## src/rtl/nsqrt_pkg.sv

```systemverilog
package nsqrt_pkg;

  localparam int NSQ_DEFAULT_W = 32;

  typedef enum logic [2:0] {
    ST_IDLE,
    ST_LAUNCH,
    ST_DIVIDE,
    ST_STEP,
    ST_FINISH,
    ST_HOLD
  } nsq_state_t;

endpackage

```

## src/rtl/nsqrt_reqsync.sv

```systemverilog
module nsqrt_reqsync #(
  parameter int STAGES = 2
) (
  input  logic clk,
  input  logic rst,
  input  logic req_async,
  output logic req_rise
);

  logic [STAGES-1:0] chain_q;
  logic              prev_q;

  generate
    for (genvar i = 0; i < STAGES; i++) begin : g_sync
      if (i == 0) begin : g_first
        always_ff @(posedge clk) begin
          if (rst) chain_q[0] <= 1'b0;
          else     chain_q[0] <= req_async;
        end
      end else begin : g_rest
        always_ff @(posedge clk) begin
          if (rst) chain_q[i] <= 1'b0;
          else     chain_q[i] <= chain_q[i-1];
        end
      end
    end
  endgenerate

  always_ff @(posedge clk) begin
    if (rst) prev_q <= 1'b0;
    else     prev_q <= chain_q[STAGES-1];
  end

  assign req_rise = chain_q[STAGES-1] & ~prev_q;

endmodule

```

## src/rtl/nsqrt_divider.sv

```systemverilog
module nsqrt_divider #(
  parameter int W = 32
) (
  input  logic         clk,
  input  logic         rst,
  input  logic         start,
  input  logic [W-1:0] dividend,
  input  logic [W-1:0] divisor,
  output logic         done,
  output logic [W-1:0] quotient
);

  localparam int CW = $clog2(W + 1);

  logic [W-1:0]  rem_q;
  logic [W-1:0]  quo_q;
  logic [CW-1:0] cnt_q;
  logic          run_q;
  logic [W:0]    trial;
  logic [W:0]    diff;
  logic          fits;

  always_comb begin
    trial = {rem_q, quo_q[W-1]};
    diff  = trial - {1'b0, divisor};
    fits  = (trial >= {1'b0, divisor});
  end

  always_ff @(posedge clk) begin
    if (rst) begin
      rem_q <= '0;
      quo_q <= '0;
      cnt_q <= '0;
      run_q <= 1'b0;
      done  <= 1'b0;
    end else begin
      done <= 1'b0;
      if (start) begin
        rem_q <= '0;
        quo_q <= dividend;
        cnt_q <= CW'(W);
        run_q <= 1'b1;
      end else if (run_q) begin
        rem_q <= fits ? diff[W-1:0] : trial[W-1:0];
        quo_q <= {quo_q[W-2:0], fits};
        cnt_q <= cnt_q - 1'b1;
        if (cnt_q == CW'(1)) begin
          run_q <= 1'b0;
          done  <= 1'b1;
        end
      end
    end
  end

  assign quotient = quo_q;

endmodule

```

## src/rtl/nsqrt_ctrl.sv

```systemverilog
module nsqrt_ctrl
  import nsqrt_pkg::*;
#(
  parameter int W = 32
) (
  input  logic         clk,
  input  logic         rst,
  input  logic         req_rise,
  input  logic [W-1:0] data_in,
  input  logic         div_done,
  input  logic [W-1:0] div_quo,
  output logic         div_start,
  output logic [W-1:0] div_num,
  output logic [W-1:0] div_den,
  output logic         accept,
  output logic         busy,
  output logic [W-1:0] op_val,
  output logic         fin_out,
  output logic [W-1:0] root_out
);

  nsq_state_t   state_q;
  logic [W-1:0] op_q;
  logic [W-1:0] est_q;
  logic [W:0]   sum;
  logic [W-1:0] next_est;
  logic [W-1:0] seed;

  function automatic logic [W-1:0] seed_of(input logic [W-1:0] a);
    int top;
    top = 0;
    for (int i = 0; i < W; i++) begin
      if (a[i]) top = i;
    end
    return W'(1) << ((top + 2) / 2);
  endfunction

  always_comb begin
    seed     = seed_of(data_in);
    sum      = {1'b0, est_q} + {1'b0, div_quo};
    next_est = sum[W:1];
  end

  assign accept    = req_rise && (state_q == ST_IDLE || state_q == ST_HOLD);
  assign busy      = (state_q != ST_IDLE) && (state_q != ST_HOLD);
  assign div_start = (state_q == ST_LAUNCH);
  assign div_num   = op_q;
  assign div_den   = est_q;
  assign op_val    = op_q;

  always_ff @(posedge clk) begin
    if (rst) begin
      state_q  <= ST_IDLE;
      op_q     <= '0;
      est_q    <= '0;
      fin_out  <= 1'b0;
      root_out <= '0;
    end else begin
      case (state_q)
        ST_IDLE, ST_HOLD: begin
          if (accept) begin
            fin_out <= 1'b0;
            op_q    <= data_in;
            if (data_in < W'(2)) begin
              est_q   <= data_in;
              state_q <= ST_FINISH;
            end else begin
              est_q   <= seed;
              state_q <= ST_LAUNCH;
            end
          end
        end
        ST_LAUNCH: state_q <= ST_DIVIDE;
        ST_DIVIDE: if (div_done) state_q <= ST_STEP;
        ST_STEP: begin
          if (next_est < est_q) begin
            est_q   <= next_est;
            state_q <= ST_LAUNCH;
          end else begin
            state_q <= ST_FINISH;
          end
        end
        ST_FINISH: begin
          root_out <= est_q;
          fin_out  <= 1'b1;
          state_q  <= ST_HOLD;
        end
        default: state_q <= ST_IDLE;
      endcase
    end
  end

endmodule

```

## src/rtl/nsqrt_core.sv

```systemverilog
module nsqrt_core #(
  parameter int W           = nsqrt_pkg::NSQ_DEFAULT_W,
  parameter int SYNC_STAGES = 2
) (
  input  logic         clk,
  input  logic         rst,
  input  logic         req_in,
  input  logic [W-1:0] data_in,
  output logic         fin_out,
  output logic [W-1:0] root_out
);

  logic         req_rise;
  logic         div_start;
  logic         div_done;
  logic [W-1:0] div_quo;
  logic [W-1:0] div_num;
  logic [W-1:0] div_den;
  logic         accept;
  logic         busy;
  logic [W-1:0] op_val;

  nsqrt_reqsync #(.STAGES(SYNC_STAGES)) u_sync (
    .clk       (clk),
    .rst       (rst),
    .req_async (req_in),
    .req_rise  (req_rise)
  );

  nsqrt_divider #(.W(W)) u_div (
    .clk      (clk),
    .rst      (rst),
    .start    (div_start),
    .dividend (div_num),
    .divisor  (div_den),
    .done     (div_done),
    .quotient (div_quo)
  );

  nsqrt_ctrl #(.W(W)) u_ctrl (
    .clk       (clk),
    .rst       (rst),
    .req_rise  (req_rise),
    .data_in   (data_in),
    .div_done  (div_done),
    .div_quo   (div_quo),
    .div_start (div_start),
    .div_num   (div_num),
    .div_den   (div_den),
    .accept    (accept),
    .busy      (busy),
    .op_val    (op_val),
    .fin_out   (fin_out),
    .root_out  (root_out)
  );

endmodule

```

## config.mk

```make
export PLATFORM = sky130hd
export DESIGN_NAME = nsqrt_core
export DESIGN_NICKNAME = d
export VERILOG_FILES = /design/src/rtl/nsqrt_pkg.sv /design/src/rtl/nsqrt_reqsync.sv /design/src/rtl/nsqrt_divider.sv /design/src/rtl/nsqrt_ctrl.sv /design/src/rtl/nsqrt_core.sv
export SDC_FILE = /design/constraint.sdc
export NUM_CORES = 1
export LEC_CHECK = 0
export ABC_AREA = 1
export BUFFER_PORTS_ARGS = -buffer_cell sky130_fd_sc_hd__buf_2
export CORE_ASPECT_RATIO = 1.25
export CORE_MARGIN = 2
export CORE_UTILIZATION = 40
export DETAILED_ROUTE_END_ITERATION = 8
export SETUP_SLACK_MARGIN = 0.15
export SYNTH_ARGS = -nofsm -noshare
export SYNTH_HDL_FRONTEND = slang
export SYNTH_HIERARCHICAL = 1
export SYNTH_SLANG_ARGS = --single-unit
```

## constraint.sdc

```tcl
create_clock -name clk -period 4.2 [get_ports clk]
set_input_delay 0.42 -clock clk [delete_from_list [all_inputs] [get_ports clk]]
set_output_delay 0.42 -clock clk [all_outputs]
set_load 0.01 [all_outputs]
```

# --- Word-level counts from Yosys, hierarchy flattened ---
# Cells that the tools add are included.
classes:
  n_addsub: 5
  magnitude_cmp: 3
  eq_ne: 9
  n_shift: 1
  muxes: 51
  n_bitwise: 4
  reduce_logical: 13
op_table:
  columns: ["op", "count"]
  rows:
  - ["32-bit two-way mux", 6]
  - ["5-bit two-way mux", 16]
  - ["32-bit one-hot mux with 2 select lines", 1]
  - ["32-bit by 32-bit adder with 33-bit output", 1]
  - ["33-bit by 32-bit greater-or-equal comparator with 1-bit output", 1]
  - ["32-bit by 1-bit adder with 32-bit output", 1]
  - ["32-bit by 2-bit < comparator with 1-bit output, second input constant", 1]
  - ["32-bit < comparator", 1]
  - ["4-bit two-way mux", 8]
  - ["1-bit by 32-bit << shifter with 32-bit output, first input constant", 1]
  - ["32-bit subtractor", 1]
  - ["3-bit two-way mux", 8]
  - ["3-bit one-hot mux with 5 select lines", 1]
  - ["6-bit two-way mux", 2]
  - ["5-bit by 2-bit adder with 6-bit output, second input constant", 1]
  - ["3-bit by 2-bit == test with 1-bit output, second input constant", 2]
  - ["3-bit == test, second input constant", 2]
  - ["6-bit by 1-bit == test with 1-bit output, second input constant", 1]
  - ["1-bit two-way mux", 6]
  - ["2-bit AND reduction", 3]
  - ["2-bit nonzero test", 3]
  - ["6-bit by 1-bit subtractor with 6-bit output, second input constant", 1]
  - ["2-bit two-way mux", 2]
  - ["2-bit != test, second input constant", 2]
  - ["12 further kinds", 14]
totals:
  reg_bits: 175
  inputBits: 35
  output_inout_bits: 33
  wordCells: 100

# --- Depth between registers and ports, before layout ---
# Gate-level depths: netlist of the first run.
depth:
  word_depth: 38
  mapped_depth: 25
  ltp_nobuf: 24

# --- Cells and area by module ---
# The synthesis of the first run kept the hierarchy.
by_module_without_submodules:
  columns: ["mod", "n_inst", "cells_per_inst", "area_each_um2", "seq_area_each_um2"]
  rows:
  - ["nsqrt_ctrl", 1, 994, 6905.4, 2001.9]
  - ["nsqrt_divider", 1, 984, 5985.7, 1441.4]
  - ["nsqrt_reqsync", 1, 10, 86.3, 60.1]

# --- Worst setup path before layout of the first run ---
# Ideal clock, no wire load.
synth_timing:
  path_kind: "register -> register"
  from: "register u_ctrl.est_q[1], in the netlist u_ctrl/div_den[1]"
  to: "register u_ctrl.est_q[22], in the netlist u_ctrl/div_den[22]"
  setup_ps: 122
  t_arrival_ps: 3493
  required_ps: 4078
  path_slack_ps: 586
  path_stages_with_launch: 24
  period_less_slack_ps: 3614
  cell_sequence: "dfxtp_1 -> inv_1 -> fa_1 -> o21ai_2 -> nand2_1 -> nand2_2 -> a21boi_4 -> o21ai_4 -> a21oi_2 -> or2_4 -> nand2_2 -> nand2_1 -> nand2_1 -> inv_2 -> ha_1 -> nand4_1 -> nor4b_1 -> nand2_1 -> nand3_1 -> nand2_1 -> buf_2 -> buf_4 -> o21ai_0 -> a21oi_2"
synth_between:
  elab_chain_cells: 4
synth_rtl:
  columns: ["item", "line_no", "text"]
  rows:
  - ["from (decl)", "nsqrt_ctrl.sv:24", "logic [W-1:0] est_q;"]
  - ["from (signal assigned)", "nsqrt_ctrl.sv:65", "est_q <= data_in;"]
  - ["from (signal assigned)", "nsqrt_ctrl.sv:77", "est_q <= next_est;"]
  - ["32-bit by 32-bit adder with 33-bit output", "nsqrt_ctrl.sv:40", "sum = {1'b0, est_q} + {1'b0, div_quo};"]
  - ["32-bit < comparator", "nsqrt_ctrl.sv:76", "if (next_est < est_q) begin"]
  - ["2-bit by 1-bit != test with 1-bit output (no source line)", null, null]
  - ["3-bit AND reduction (no source line)", null, null]
# Parallel ways exist; a longest one is shown, timed or not. The select of a mux whose other input is x is not followed.
# A chain may end at the register's enable or synchronous reset.

# --- Final worst setup path of the first run ---
layout_timing:
  from: "register u_div.quo_q[3], in the netlist u_div/quotient[3]"
  to: "register u_ctrl.est_q[1], in the netlist u_ctrl/div_den[1]"
layout_between:
  elab_chain_cells: 4
layout_rtl:
  columns: ["item", "line_no", "text"]
  rows:
  - ["from (decl)", "nsqrt_divider.sv:16", "logic [W-1:0] quo_q;"]
  - ["from (signal assigned)", "nsqrt_divider.sv:40", "quo_q <= dividend;"]
  - ["from (signal assigned)", "nsqrt_divider.sv:45", "quo_q <= {quo_q[W-2:0], fits};"]
  - ["32-bit by 32-bit adder with 33-bit output", "nsqrt_ctrl.sv:40", null]
  - ["32-bit < comparator", "nsqrt_ctrl.sv:76", null]
  - ["2-bit by 1-bit != test with 1-bit output (no source line)", null, null]
  - ["3-bit AND reduction (no source line)", null, null]
# Every way passes these cells.

==> results.ini, run 1 <==
[placed_design]
globalplace.congestion=0.974
detailed_place_hpwl_mm=30.4
worst_slack_at_placement_ps=115
io_buffers=67
place_area_um2=13500

[routing]
drt_drc_violations_left=0
detail_route.vias_per_cell=5.16
dr.pass1.iters=5
routed_wire_length_per_instance_um=15.9
num_vias=12500
drtIter0Drc=744
antenna_left=0
drt-total-wl_mm=38.6

[clocking]
clock-root-buffer=clkbuf_16
number_of_cts_inserted_buffers=17
cts.path.max_buffers=2
clock_insertion_delay_worst_skew_ps=460
numClockSinks=175
tritoncts=built
ctsHtreeMaxLevel=4
clk_pin_slew_ps=80
cts_hold_repair.buffers=0

[global_routing]
grt_pass1_vias=11800
global_route_wire_length_before_repair_mm=61.3
global_route_total_usage_across_every_layer=0.235
grt_max_degree=67
grt_antenna_before_repair=0
gr-total-overflow=0

[worst_setup_path]
path_class=register to register
critPathMaxFanout=8
crit_path_start_kind=register
timing.critical_path.arrival_ps=4240
end_kind=register
critical_path_required_ps=4550

[sta]
tightest_slew_ps=1090
setup_viol=0
clock-skew-final_ps=13.2
min_period_ps=3890
number_of_failing_hold_endpoints_at_the_final_stage=0
worst_slack_ps=307
rsz0062_at_grt=no
maxSlewViolCount=0
relSlewSlack=0.273
fmaxAchievable_mhz=257
fin_setup_tns_ps=0
post-route-period-util=0.927

[final_layout]
post_layout_utilization_of_the_core=0.452
diode_insertion_count_for_antenna_repair=0
fillers=3445
stdcell_area_um2=14300
multi_input_area_um2=7830
seqCellArea_um2=3510
share_of_post_route_cells_with_drive_strength_above_1=0.121
area_growth_pct=12.2
nNetsFinal=2140

[die]
placementRows=73
start_util=0.403
num_io_pins=68
core-area_um2=31600
dieHeight_um=204
floorplan.die.width_um=164
die_area_um2=33300

[run_status]
run_status=complete, no violations

[synth]
yosys_warnings=6
syn_inst_count=1956
synth_area_per_cell_um2=6.51
synthesis.nets=2089
synth_area_um2=12700

[run]
drv.max_cap_violation_count=0

[worst_hold_path]
hold_path_class=input pin to register

==> final timing paths <==
path | from | endpoint | slack, ps | cells after the start
max | u_div/quotient[3]$_SDFFE_PP0P_ | u_ctrl/div_den[1]$_SDFFE_PP0P_ | 310 | 21
min reg2reg | u_sync/chain_q[0]$_SDFF_PP0_ | u_sync/chain_q[1]$_SDFF_PP0_ | 410 | 2
min | req_in | u_sync/chain_q[0]$_SDFF_PP0_ | 160 | 3
max reg2reg | u_div/quotient[3]$_SDFFE_PP0P_ | u_ctrl/div_den[1]$_SDFFE_PP0P_ | 310 | 21
==> cell type report <==
class	instances	area share
clock buffer	17	0.0298
clock inverter	15	0.0119
sequential	175	0.246
multi-input combinational	1391	0.548
tap	412	0.0361
timing repair buffer	101	0.0443
inverter	321	0.0845
==> cell usage in the layout, fill, tap and decap left out, types with 18 or more instances in the layout <==
cell type	count
nand2_1	439
inv_1	301
nor2_1	197
dfxtp_1	169
a21oi_1	165
o21ai_0	102
nand3_1	92
ha_1	90
buf_2	67
nor3_1	40
o221ai_1	33
buf_4	31
nand3b_1	27
xnor2_1	22
nand4_1	21
clkbuf_16	18
==> flip-flops by register name, indices dropped and copies added, names as in the netlist <==
signal           count
u_ctrl/div_den      32
u_ctrl/root_out     32
u_div/run_q          1
u_sync/prev_q        1
u_ctrl/div_num      32
u_div/quotient      32
u_sync/chain_q       2
u_div/rem_q         32
u_ctrl/fin_out       1
u_ctrl/state_q       3
u_div/done           1
u_div/cnt_q          6
==> timing repair <==
action,CTS,global route
endpoints found under the setup margin,12,34
buffers inserted,0,7
cloned,0,1
resized for setup,2,32
pin swaps,0,10
==> worst max-delay path, stage by stage (launching register included) <==
cell and delay, ps:
dfxtp_1 370, ha_2 320, a21oi_2 200, o21ai_4 90
nand2_1 80, nand2_2 80, a21boi_4 240, inv_1 120
a221oi_4 330, xor2_1 190, inv_1 90, ha_1 290
a21oi_1 140, o21a_1 150, o221ai_1 130, a21oi_2 170
nand3_2 130, nand2_4 170, clkinvlp_4 130, buf_12 150
o21ai_1 150, a21oi_1 60
==> layer usage <==
layer	vias to the layer above	part of all wire	track usage
met3	45	0.037	0.0264
met1	5771	0.43	0.290
met4	0	0.026	0.0883
met2	282	0.50	0.416
met5	-	0	0
li1	6444	-	-
==> metrics by stage <==
stage / instances / hold WS [ps]
2_1_floorplan: 1956 / 388
3_3_place_gp: 2392 / 400
3_5_place_dp: 2392 / 400
4_1_cts: 2424 / 141
5_1_grt: 2432 / 165
6_report: 2432 / 160
Power of run 1 is left out: the tool's default activity adds up to more than one toggle a clock period on the data nets, which glitch-free logic cannot reach.
==> run 2: changes to the inputs <==
- RECOVER_POWER: default -> 100
- SKIP_CTS_REPAIR_TIMING: default -> 1
- SLEW_MARGIN: default -> 20
==> results.ini, run 2 (synthesis results as in run 1) <==
[sta]
fmaxAchievable_mhz=255  ; -0.73%
rsz0062_at_grt=no
fin_setup_tns_ps=0  ; unchanged
maxSlewViolCount=39  ; +39
relSlewSlack=-0.380  ; -0.653
setup_viol=0  ; unchanged
number_of_failing_hold_endpoints_at_the_final_stage=0  ; unchanged
tightest_slew_ps=2070  ; +981 ps
min_period_ps=3920  ; +28.4 ps
clock-skew-final_ps=12.4  ; -0.790 ps
post-route-period-util=0.934  ; +0.00677

[die]
floorplan.die.width_um=164  ; unchanged
dieHeight_um=204  ; unchanged
core-area_um2=31600  ; unchanged
num_io_pins=68  ; unchanged
die_area_um2=33300  ; unchanged
placementRows=73  ; unchanged
start_util=0.403  ; unchanged

[final_layout]
mostFrequentLayoutCell=nand2_1
area_growth_pct=11.4
multi_input_area_um2=7790  ; -0.51%
fillers=3470  ; +0.73%
share_of_post_route_cells_with_drive_strength_above_1=0.0980  ; -0.0233
nNetsFinal=2140  ; unchanged
diode_insertion_count_for_antenna_repair=0  ; unchanged
seqCellArea_um2=3510  ; unchanged
most_used_cells_in_the_layout_excluding_fill_and_tap_cells=nand2_1 (441), inv_1 (300), nor2_1 (197)

[global_routing]
grt_pass1_vias=11800  ; unchanged
global_route_total_usage_across_every_layer=0.235  ; about the same
grt_max_degree=67  ; unchanged
grt_antenna_before_repair=0  ; unchanged
gr-total-overflow=0  ; unchanged
global_route_wire_length_before_repair_mm=61.3  ; about the same

[routing]
num_vias=12500  ; -0.12%
drt-total-wl_mm=38.9  ; +0.67%
drtIter0Drc=771  ; +3.6%
detail_route.vias_per_cell=5.15  ; -0.12%
drt_drc_violations_left=0  ; unchanged
dr.pass1.iters=5  ; unchanged
antenna_left=0  ; unchanged
routed_wire_length_per_instance_um=16.0  ; +0.67%

[clocking]
clock-root-buffer=clkbuf_16
cts.path.max_buffers=2  ; unchanged
clk_pin_slew_ps=80  ; about the same
number_of_cts_inserted_buffers=17  ; unchanged
ctsHtreeMaxLevel=4  ; unchanged
tritoncts=built
numClockSinks=175  ; unchanged
clock_insertion_delay_worst_skew_ps=460  ; about the same

[placed_design]
io_buffers=67  ; unchanged
detailed_place_hpwl_mm=30.4  ; unchanged
globalplace.congestion=0.974  ; unchanged

[worst_setup_path]
critical_path_required_ps=4580  ; +30 ps
end_kind=register
crit_path_start_kind=register
timing.critical_path.arrival_ps=4300  ; +60 ps
critPathMaxFanout=7  ; -1
path_class=register to register
reg2reg_slack_ps=280  ; -30 ps

[run]
drv.max_cap_violation_count=1  ; +1

[run_status]
violations_in_the_final_reports=capacitance limit, slew limit
run_status=complete, but fails checks

[worst_hold_path]
hold_path_class=input pin to register

## run 2: changes by cell type in the layout (fill, tap and decap cells not counted), sizes merged
cell / previous run / this run
clkinv: 12 / 13
buf: 100 / 59
inv: 322 / 321
clkbuf: 18 / 59
## run 2: cell type report
type                    instances  share of cell area
multi-input cells            1391               0.549
flip-flops and latches        175               0.247
inverters                     321              0.0852
repair buffers                101              0.0399
well taps                     412              0.0363
clock buffers                  17              0.0300
clock inverters                15              0.0120
## run 2: worst paths after layout
path | from | endpoint | cells past startpoint
setup / recovery | u_ctrl/div_den[2]$_SDFFE_PP0P_ | u_ctrl/div_den[30]$_SDFFE_PP0P_ | 24
hold reg to reg | u_sync/chain_q[0]$_SDFF_PP0_ | u_sync/chain_q[1]$_SDFF_PP0_ | 2
hold / removal | req_in | u_sync/chain_q[0]$_SDFF_PP0_ | 3
setup reg to reg | u_ctrl/div_den[2]$_SDFFE_PP0P_ | u_ctrl/div_den[30]$_SDFFE_PP0P_ | 24
## run 2: routing by layer
metal  vias up  part of all wire  global-route usage
met3        49             0.036              0.0264
met4         0             0.026              0.0883
met1      5764              0.44               0.290
li1       6443                 -                   -
met2       271              0.50               0.416
met5         -                 0                   0
## run 2: metrics by stage
step                      cells  utilization  area [um2]  worst slack, ps  hold slack, ps
after CTS                  2424        0.445       14100             77.2             141
after global placement     2392        0.426       13500              152             400
after floorplan            1956            -       12700              586             388
after detailed placement   2392        0.426       13500              115             400
after global routing       2432        0.449       14200             80.3             165
final                      2432        0.449       14200              279             162
## run 2: critical path, cell delays in order, from the launching register on
cell and delay [ps]:
dfxtp_1 380, ha_4 230, a21oi_1 170, o21ai_2 90
nand2_1 80, nand2_2 70, nand3_2 80, nand2_4 70
a21oi_4 250, o21ai_4 110, nand3_1 80, nand2_1 60
or2_0 220, and2_0 150, ha_1 270, nand4_1 130
nor3_2 260, nor4b_1 270, nand2_1 130, nand3_2 110
nand2_4 90, clkinvlp_4 120, clkbuf_2 180, nand2_1 60
a21oi_1 170
Power of run 2 is left out for the same reason.
==> run 3: changes to the inputs <==
- SYNTH_HIERARCHICAL: 1 -> default
==> results.ini, run 3 <==
[die]
floorplan.die.width_um=156  ; -4.9%
core-area_um2=28400  ; -10%
placementRows=69  ; -5.5%
num_io_pins=68  ; unchanged
die_area_um2=30100  ; -9.5%
dieHeight_um=194  ; -4.9%
start_util=0.405  ; +0.00188

[power_and_ir_drop]
power-per-cell-area_nw_per_um2=781
switchingPower_uw=5210
p_clk_frac=0.147
total_leakage_power_uw=0.00576
internal_power_uw=4890
peakVddDrop_v=0.000754
power_switching_share=0.516
power_frac_seq=0.218
share_comb_of_total_power=0.635

[worst_hold_path]
timing.hold.worst.start=req_in
hold_path_class=input pin to register

[clocking]
numClockSinks=175  ; unchanged
clock_insertion_delay_worst_skew_ps=440  ; -20 ps
cts.path.max_buffers=2  ; unchanged
number_of_cts_inserted_buffers=17  ; unchanged
clk_pin_slew_ps=70  ; about the same
ctsHtreeMaxLevel=4  ; unchanged
clock-root-buffer=clkbuf_16
tritoncts=built

[worst_setup_path]
critical_path.n_buffers_inverters=3  ; +1
path_class=register to register
crit_path_start_kind=register
max_incr_delay_on_cp_ps=380  ; about the same
timing.critical_path.arrival_ps=4370  ; +70 ps
slowest_stage=ha_1
worst_setup_path_startpoint=u_div.quotient[2]$_SDFFE_PP0P_
end_kind=register
critical_path_required_ps=4540  ; -40 ps
worst_path_dominant_cell_family=simple AND/OR/NAND/NOR gates
critPathMaxFanout=8  ; +1
rr_startpoint=u_div.quotient[2]$_SDFFE_PP0P_
cp_common_cell=nand2_1

[placed_design]
io_buffers=67  ; unchanged
detailed_place_hpwl_mm=26.2  ; -14%
globalplace.congestion=0.977  ; +0.33%
worst_slack_at_placement_ps=116  ; +1.39 ps

[synth]
main_flop_type_after_synthesis=dfxtp_1
synth_area_per_cell_um2=6.90  ; +6.0%
synthesis.nets=1799  ; -14%
synth_area_um2=11500  ; -9.7%
netlist-cell-type-count=47
synthTopCellsByCount=nand2_1 (313), a21oi_1 (187), inv_1 (183)
most_frequent_cell_after_synthesis=nand2_1
share_of_synthesized_area_occupied_by_flip_flops_and_latches=0.305
yosys_warnings=0  ; -6
synth_enable_flop_cells=0
yosys.area.top_type_share=0.305
synth.largest_area_cell=dfxtp_1
synth.top_cells.by_area=dfxtp_1 (30%), ha_1 (10%), nand2_1 (10%), a21oi_1 (8.1%), inv_1 (6.0%)
asyncSetResetFlopFracSynth=0
syn_inst_count=1666  ; -15%
postSynthRegisterBits=175

[sta]
clock-skew-final_ps=8.64  ; -3.78 ps
fmaxAchievable_mhz=248  ; -2.6%
number_of_failing_hold_endpoints_at_the_final_stage=0  ; unchanged
worst_slack_ps=176  ; -103 ps
relSlewSlack=-0.565  ; -0.185
fin_setup_tns_ps=0  ; unchanged
post-route-period-util=0.958  ; +0.0245
min_period_ps=4020  ; +103 ps
rsz0062_at_grt=yes
tightest_slew_ps=2350  ; +277 ps
setup_viol=0  ; unchanged
maxSlewViolCount=65  ; +67%

[final_layout]
share_of_post_route_cells_with_drive_strength_above_1=0.0954  ; -0.00262
multi_input_area_um2=7120  ; -8.7%
most_used_cells_in_the_layout_excluding_fill_and_tap_cells=nand2_1 (311), a21oi_1 (189), inv_1 (181)
nNetsFinal=1860  ; -13%
seqCellArea_um2=3510  ; -0.11%
diode_insertion_count_for_antenna_repair=0  ; unchanged
mostFrequentLayoutCell=nand2_1
area_growth_pct=12.5
fillers=2975  ; -14%

[global_routing]
gr-total-overflow=0  ; unchanged
grt_antenna_before_repair=0  ; unchanged
global_route_total_usage_across_every_layer=0.223  ; -0.0114
grt_max_degree=65  ; -3.0%
grt_pass1_vias=10700  ; -8.8%
global_route_wire_length_before_repair_mm=54.0  ; -12%

[routing]
routed_wire_length_per_instance_um=16.3  ; +2.3%
drt_drc_violations_left=0  ; unchanged
detailroute.wirelength.met2_mm=17.0  ; -13%
antenna_left=0  ; unchanged
dr.pass1.iters=5  ; unchanged
num_vias=11200  ; -11%
drt-total-wl_mm=34.2  ; -12%
drtIter0Drc=728  ; -5.6%
met3_wire_len_mm=1.06  ; -24%
wirelength_met1_mm=15.3  ; -9.9%
detail_route.vias_per_cell=5.33  ; +3.5%
dr.max_layer_used=met4

[run_status]
run_status=complete, but fails checks
violations_in_the_final_reports=capacitance limit, slew limit

[run]
drv.max_cap_violation_count=1  ; unchanged

-- run 3: logic make-up after synthesis --
logic type,count (synthesis),synth area share
fa+ha+maj,98,0.108
simple gates,613,0.221
xor+xnor,50,0.0381
compound gates,482,0.243
buf+inv,248,0.0857
flops,175,0.305
-- run 3: path summary, 6_finish.rpt --
check	cells past startpoint	slack (ps)	to
worst max-delay path	25	180	u_ctrl.div_den[8]$_SDFFE_PP0P_
worst min-delay path	3	190	u_sync.chain_q[0]$_SDFF_PP0_
worst max register to register	25	180	u_ctrl.div_den[8]$_SDFFE_PP0P_
worst min register to register	2	450	u_sync.chain_q[1]$_SDFF_PP0_
-- run 3: worst min-delay path, delay by kind of cell --
family | cells | cell delay [ps]
buf+inv | 2 | 100
simple gates | 1 | 70
-- run 3: final cells by class --
| cell class | instances | share of cell area |
|---|---|---|
| clock inverter | 13 | 0.00696 |
| tap | 355 | 0.0343 |
| timing repair buffer | 104 | 0.0490 |
| clock buffer | 19 | 0.0342 |
| inverter | 186 | 0.0542 |
| multi-input combinational | 1243 | 0.550 |
| sequential | 175 | 0.271 |
-- run 3: metal layers --
metal | track usage | up-vias
met2 | 0.395 | 221
met4 | 0.0754 | 0
met5 | 0 | -
li1 | - | 5745
met1 | 0.281 | 5161
met3 | 0.0235 | 47
-- run 3: power by group through the flow --
stage                     Combinational [uW]  Clock [uW]  Sequential (uW)
after global placement                  9390           0             2330
after global routing                    6790        1590             2240
final                                   6420        1480             2210
after floorplan                         4030           0             2120
after detailed placement                7610           0             2260
after CTS                               7630        1520             2220
-- run 3: stage by stage --
stage               std cells  instance area (um2)  hold slack (ps)  power [uW]   util
floorplan                1666                11500              388        6150      -
global placement         2049                12200              442       11700  0.430
detailed placement       2049                12200              447        9860  0.430
CTS                      2081                12700              186       11400  0.448
global route             2095                12900              198       10600  0.456
finish                   2095                12900              192       10100  0.456
No activity file was read; power rests on OpenSTA's default activity.
